[config.mk]
export PLATFORM = sky130hd
export DESIGN_NAME = omc_bank
export DESIGN_NICKNAME = d
export VERILOG_FILES = /design/src/rtl/omc_pkg.sv /design/src/rtl/omc_decode.sv /design/src/rtl/omc_cell.sv /design/src/rtl/omc_group.sv /design/src/rtl/omc_bank.sv
export SDC_FILE = /design/constraint.sdc
export NUM_CORES = 1
export LEC_CHECK = 0
export ABC_AREA = 1
export BUFFER_PORTS_ARGS = -buffer_cell sky130_fd_sc_hd__buf_2
export CAP_MARGIN = 25
export CORE_MARGIN = 1
export CORE_UTILIZATION = 53
export CTS_CLUSTER_DIAMETER = 50
export DETAILED_ROUTE_END_ITERATION = 8
export GPL_TIMING_DRIVEN = 0
export PLACE_DENSITY_LB_ADDON = 0.05
export SETUP_SLACK_MARGIN = 0.4
export SYNTH_ARGS = -nofsm -noshare
export SYNTH_HDL_FRONTEND = slang
export SYNTH_SLANG_ARGS = --single-unit
[constraint.sdc]
create_clock -name clk -period 3.2 [get_ports clk]
set_input_delay 0.64 -clock clk [delete_from_list [all_inputs] [get_ports clk]]
set_output_delay 0.64 -clock clk [all_outputs]
set_load 0.005 [all_outputs]
[src/rtl/omc_pkg.sv]
package omc_pkg;

    localparam int DEF_GRP_W     = 8;
    localparam int DEF_NUM_GRP   = 2;
    localparam int DEF_ADDR_W    = 8;
    localparam int DEF_DATA_BASE = 32'h20;

    // Source chosen for a flip-flop on the coming edge
    typedef enum logic [1:0] {
        SRC_HOLD  = 2'd0,
        SRC_CPU   = 2'd1,
        SRC_LOGIC = 2'd2
    } cell_src_e;

    // Per-bit control bundle seen by a cell
    typedef struct packed {
        logic cpu_wr;   // group data register written this cycle
        logic cpu_bit;  // processor data for this bit
        logic prot;     // protect bit
        logic lg_d;     // logic next-state value
        logic lg_ld;    // logic load enable
    } cell_ctl_t;

    // Priority: unprotected processor write, then logic load, then hold
    function automatic cell_src_e pick_src(input cell_ctl_t c);
        if (c.cpu_wr && !c.prot) begin
            return SRC_CPU;
        end else if (c.lg_ld) begin
            return SRC_LOGIC;
        end else begin
            return SRC_HOLD;
        end
    endfunction

    function automatic logic next_bit(input cell_src_e s, input cell_ctl_t c,
                                      input logic cur);
        case (s)
            SRC_CPU:   return c.cpu_bit;
            SRC_LOGIC: return c.lg_d;
            default:   return cur;
        endcase
    endfunction

endpackage

[src/rtl/omc_decode.sv]
module omc_decode #(
    parameter int ADDR_W    = omc_pkg::DEF_ADDR_W,
    parameter int NUM_GRP   = omc_pkg::DEF_NUM_GRP,
    parameter int DATA_BASE = omc_pkg::DEF_DATA_BASE
) (
    input  logic [ADDR_W-1:0]  addr,
    input  logic               we,
    output logic [NUM_GRP-1:0] data_hit,
    output logic [NUM_GRP-1:0] mask_hit,
    output logic [NUM_GRP-1:0] data_we,
    output logic [NUM_GRP-1:0] mask_we,
    output logic               unmapped
);

    localparam int MASK_BASE = DATA_BASE + NUM_GRP;

    for (genvar g = 0; g < NUM_GRP; g++) begin : g_dec
        localparam logic [ADDR_W-1:0] DOFF = ADDR_W'(DATA_BASE + g);
        localparam logic [ADDR_W-1:0] MOFF = ADDR_W'(MASK_BASE + g);
        assign data_hit[g] = (addr == DOFF);
        assign mask_hit[g] = (addr == MOFF);
        assign data_we[g]  = we && data_hit[g];
        assign mask_we[g]  = we && mask_hit[g];
    end

    assign unmapped = ~(|data_hit) && ~(|mask_hit);

endmodule

[src/rtl/omc_cell.sv]
module omc_cell
    import omc_pkg::*;
(
    input  logic      clk,
    input  logic      rst,
    input  cell_ctl_t ctl,
    output logic      q
);

    cell_src_e src;
    logic      q_nxt;

    always_comb begin
        src   = pick_src(ctl);
        q_nxt = next_bit(src, ctl, q);
    end

    always_ff @(posedge clk) begin
        if (rst) begin
            q <= 1'b0;
        end else begin
            q <= q_nxt;
        end
    end

    // protected bit without logic load ignores the processor write
    a_r4_prot_holds: assert property (@(posedge clk) disable iff (rst)
        (ctl.cpu_wr && ctl.prot && !ctl.lg_ld) |=> $stable(q));

    // unprotected processor write wins over a logic load
    a_r6_cpu_wins: assert property (@(posedge clk) disable iff (rst)
        (ctl.cpu_wr && !ctl.prot) |=> (q == $past(ctl.cpu_bit)));

    // protected bit keeps its logic load during a write
    a_r7_prot_logic: assert property (@(posedge clk) disable iff (rst)
        (ctl.cpu_wr && ctl.prot && ctl.lg_ld) |=> (q == $past(ctl.lg_d)));

    // logic load with no write to the group
    a_r5_logic_load: assert property (@(posedge clk) disable iff (rst)
        (!ctl.cpu_wr && ctl.lg_ld) |=> (q == $past(ctl.lg_d)));

endmodule

[src/rtl/omc_group.sv]
module omc_group
    import omc_pkg::*;
#(
    parameter int GRP_W = omc_pkg::DEF_GRP_W
) (
    input  logic             clk,
    input  logic             rst,
    input  logic             data_we,
    input  logic             mask_we,
    input  logic [GRP_W-1:0] wdata,
    input  logic [GRP_W-1:0] lg_d,
    input  logic [GRP_W-1:0] lg_ld,
    output logic [GRP_W-1:0] q,
    output logic [GRP_W-1:0] mask
);

    always_ff @(posedge clk) begin
        if (rst) begin
            mask <= '0;
        end else if (mask_we) begin
            mask <= wdata;
        end
    end

    for (genvar i = 0; i < GRP_W; i++) begin : g_bit
        cell_ctl_t ctl;
        assign ctl.cpu_wr  = data_we;
        assign ctl.cpu_bit = wdata[i];
        assign ctl.prot    = mask[i];
        assign ctl.lg_d    = lg_d[i];
        assign ctl.lg_ld   = lg_ld[i];

        omc_cell u_cell (
            .clk (clk),
            .rst (rst),
            .ctl (ctl),
            .q   (q[i])
        );
    end

    // protect register takes the written byte
    a_r3_mask_write: assert property (@(posedge clk) disable iff (rst)
        mask_we |=> (mask == $past(wdata)));

    // protect register is stable without a write to it
    a_r3_mask_stable: assert property (@(posedge clk) disable iff (rst)
        !mask_we |=> $stable(mask));

endmodule

[src/rtl/omc_bank.sv]
module omc_bank
    import omc_pkg::*;
#(
    parameter int GRP_W     = omc_pkg::DEF_GRP_W,
    parameter int NUM_GRP   = omc_pkg::DEF_NUM_GRP,
    parameter int ADDR_W    = omc_pkg::DEF_ADDR_W,
    parameter int DATA_BASE = omc_pkg::DEF_DATA_BASE
) (
    input  logic                       clk,
    input  logic                       rst,
    input  logic [ADDR_W-1:0]          cpu_addr,
    input  logic [GRP_W-1:0]           cpu_wdata,
    input  logic                       cpu_we,
    output logic [GRP_W-1:0]           cpu_rdata,
    input  logic [NUM_GRP*GRP_W-1:0]   logic_d,
    input  logic [NUM_GRP*GRP_W-1:0]   logic_ld,
    output logic [NUM_GRP*GRP_W-1:0]   cell_q
);

    localparam int TOT_W = NUM_GRP * GRP_W;

    logic [NUM_GRP-1:0] data_hit;
    logic [NUM_GRP-1:0] mask_hit;
    logic [NUM_GRP-1:0] data_we;
    logic [NUM_GRP-1:0] mask_we;
    logic               unmapped;

    logic [GRP_W-1:0] grp_q    [NUM_GRP];
    logic [GRP_W-1:0] grp_mask [NUM_GRP];

    omc_decode #(
        .ADDR_W    (ADDR_W),
        .NUM_GRP   (NUM_GRP),
        .DATA_BASE (DATA_BASE)
    ) u_dec (
        .addr     (cpu_addr),
        .we       (cpu_we),
        .data_hit (data_hit),
        .mask_hit (mask_hit),
        .data_we  (data_we),
        .mask_we  (mask_we),
        .unmapped (unmapped)
    );

    for (genvar g = 0; g < NUM_GRP; g++) begin : g_grp
        omc_group #(
            .GRP_W (GRP_W)
        ) u_grp (
            .clk     (clk),
            .rst     (rst),
            .data_we (data_we[g]),
            .mask_we (mask_we[g]),
            .wdata   (cpu_wdata),
            .lg_d    (logic_d[g*GRP_W +: GRP_W]),
            .lg_ld   (logic_ld[g*GRP_W +: GRP_W]),
            .q       (grp_q[g]),
            .mask    (grp_mask[g])
        );
        assign cell_q[g*GRP_W +: GRP_W] = grp_q[g];

        // a group not written and not logic-loaded keeps its bits
        a_r8_group_isolated: assert property (@(posedge clk) disable iff (rst)
            (!data_we[g] && !(|logic_ld[g*GRP_W +: GRP_W]))
                |=> $stable(cell_q[g*GRP_W +: GRP_W]));
    end

    always_comb begin
        cpu_rdata = '0;
        for (int g = 0; g < NUM_GRP; g++) begin
            if (data_hit[g]) cpu_rdata = cpu_rdata | grp_q[g];
            if (mask_hit[g]) cpu_rdata = cpu_rdata | grp_mask[g];
        end
    end

    // unmapped write with no logic load leaves all flip-flops alone
    a_r9_unmapped_write: assert property (@(posedge clk) disable iff (rst)
        (cpu_we && unmapped && !(|logic_ld)) |=> $stable(cell_q));

    // unmapped read returns zero
    a_r9_unmapped_read: assert property (@(posedge clk) disable iff (rst)
        unmapped |-> (cpu_rdata == '0));

    logic [TOT_W-1:0] unused_w;
    assign unused_w = '0;

endmodule

==> reports/results.ini <==
[sta]
fin_skew_ps = 2.97
max_freq_mhz = 415
fin_ws_ps = 791
fin_setup_tns_ps = 0
tightestPinTransition_ps = 302
finalHoldViolations = 0
timing.slew.headroom_pct = 79.8
rsz0062_at_grt = false
maxSlewViolCount = 0
setup_viol = 0
final.min_clock_period_ps = 2410
period_share_pct = 75.3

[route]
num_vias = 2098
routedWlPerCell_um = 12.3
wl_met1_um = 2120
top_layer = met4
firstDrtPassIters = 4
wl_met3_um = 439
routed_wl_um = 5120
drt_iter0_markers = 105
drc_errors = 0
postRouteAntennaNets = 0
viasPerCell = 5.04
dr_wl_met2_um = 2530

[final_layout]
syn_to_final_growth_pct = 25.9
multi_input_area_um2 = 1040
nets = 421
final_layout_size_suffix_gt1_share_pct = 32.2
register_area_um2 = 641
nFillCells = 324
n_antenna_cell = 0

[yosys]
yosysSeqAreaShare_pct = 32.3
synth_top_family_by_area = simple AND/OR/NAND/NOR gates
synth-seq-cells = 32
synth.area.mux_share_pct = 8.07
yosys.area.top_type = dfxtp_1
synthSimpleGateAreaFrac_pct = 42.5
synth_ff_type = dfxtp_1
yosysWarnings = 0
syn_nets = 342
syn_avg_cell_area_um2 = 6.82
synth-xor-area-share_pct = 0
synth_adder_area_share_pct = 0
synth_edf_count = 0
synth_top_area_share_pct = 32.3
ys_top_cells_by_count = nand2_1 (75), nor2_1 (51), dfxtp_1 (32), nand3_1 (31), inv_1 (22)
synthCells = 291
async_flop_share_pct = 0
syn_area_um2 = 1990
synth_cell_type_count = 18
synthMostInstantiatedCell = nand2_1
synth_compound_area_share_pct = 2.02
synth.area.top_cells = dfxtp_1 (32%), nand2_1 (14%), nor2_1 (9.6%)

[critical_path]
path_delay_family = buffers and inverters
critPathRequiredTime_ps = 2560
slowest_delay_ps = 270
cp_common_cell = buf_2
reg2reg_from = g_grp[1].u_grp.g_bit[2].u_cell.q$_SDFFE_PP0P_
crit_type = in -> out
critical_path.cell_chain = buf_2 -> nor2_1 -> nand2_2 -> inv_2 -> buf_2 -> nand3_1 -> nand4_1 -> buf_2
crit_fanout = 10
crit_slowest_cell = buf_2
crit_arrival_ps = 1770
cp_num_buf_inv = 4
cp-startpoint = cpu_addr[7]
reg2reg_slack_ps = 2390
critPathLaunchType = input port
crit_path_end_kind = primary output

[clock_tree]
cts_tree = yes
cts.reportedPaths.clkPinSlew_ps = 60
insertion_delay_ps = 280
clockRootBuffer = clkbuf_8
cts_buffers = 5
ctsHoldBuffers = 0
htree_levels = 2
post_cts_buffers = 0
ctsResizeCount = 0
clock-sinks = 32
clk_path_buf_depth = 2

[power_and_ir_drop]
p_per_area_nw_per_um2 = 356
p_seq_share_pct = 47.2
p_comb_share_pct = 14.9
pwr-share-clk_pct = 37.8
max-vdd-ir-drop_v = 0.000317
power_switching_w = 0.000220
swShare_pct = 24.7
p_total_w = 0.000890
p_int_w = 0.000670
power.leakage_nw = 1.34

[placement]
post-dp-hpwl_um = 3670
io_buffers = 72
routabilityCongestion = 0.850
dp_slack_ps = 814

[global_routing]
grt.total_usage_pct = 27.6
grt_pass1_wl_um = 8520
grt_overflow = 0
antenna_found_initial = 0
grt_max_degree = 11
first_global_vias = 1895

[worst_hold_path]
hp-class = reg -> reg
worstHoldStart = g_grp[1].u_grp.mask[5]$_SDFFE_PP0P_

[floorplanning]
coreArea_um2 = 3470
dieArea_um2 = 4000
chipHeight_um = 63.2
rows = 21
die_x_um = 63.2
ios = 75
initial_core_util_pct = 57.3

[run_status]
status = finished clean

[job]
maxCapViolCount = 0

==> flip-flops by register name, indices dropped and copies added, names as in the netlist <==
register,flops
g_grp.u_grp.g_bit.u_cell.q,16
g_grp.u_grp.mask,16
==> per-layer routing <==
metal  GRT usage (%)  vias to the layer above
met1            34.5                      934
met2            47.6                       86
met4            7.10                        0
met3            5.98                        4
li1                -                     1074
met5               0                        -
==> tightest hold or removal path, cell delays in order (launching register included) <==
cell and delay [ps]:
dfxtp_1 320, nand2_1 60, a21oi_1 50
==> cell type report <==
type	instances	share of cell area, %
clock buffers	7	3.85
flip-flops and latches	32	25.6
plain buffers	28	8.56
multi-input cells	208	41.8
inverters	23	3.45
repair buffers	72	14.4
well taps	46	2.30
==> power groups by stage <==
| stage | Clock (W) | Combinational, W | Sequential (W) |
|---|---|---|---|
| 4_1_cts | 0.000337 | 0.000133 | 0.000420 |
| 3_5_place_dp | 0 | 0.000133 | 0.000429 |
| 2_1_floorplan | 0 | 0.0000729 | 0.000427 |
| 5_1_grt | 0.000362 | 0.000149 | 0.000422 |
| 3_3_place_gp | 0 | 0.000130 | 0.000429 |
| 6_report | 0.000336 | 0.000133 | 0.000420 |
==> kinds of logic after synthesis <==
family | after synthesis
compound gates | 8
buf+inv | 51
flops | 32
mux | 16
simple gates | 184
==> per-stage QoR <==
step                      instances  hold WS (ps)  utilization [%]  area [um2]
after floorplan                 291           454                -        1990
final                           416           481             72.1        2500
after CTS                       416           481             72.1        2500
after detailed placement        409           471             69.3        2400
after global routing            416           500             72.1        2500
after global placement          409           464             69.3        2400
==> path summary, 6_finish.rpt <==
kind                                                   end  depth (start not counted)
max                                           cpu_rdata[4]                          8
min                    g_grp[1].u_grp.mask[5]$_SDFFE_PP0P_                          2
max reg2reg  g_grp[1].u_grp.g_bit[2].u_cell.q$_SDFFE_PP0P_                          4
min reg2reg            g_grp[1].u_grp.mask[5]$_SDFFE_PP0P_                          2
==> cell usage in the layout, fill, tap and decap left out, drive strengths merged <==
cell    count
clkbuf      7
mux2i      16
nor2       56
nand4      16
nand2      78
nand3      34
dfxtp      32
buf       100
a21oi       8
inv        23
(Power assumes the default switching activity.)
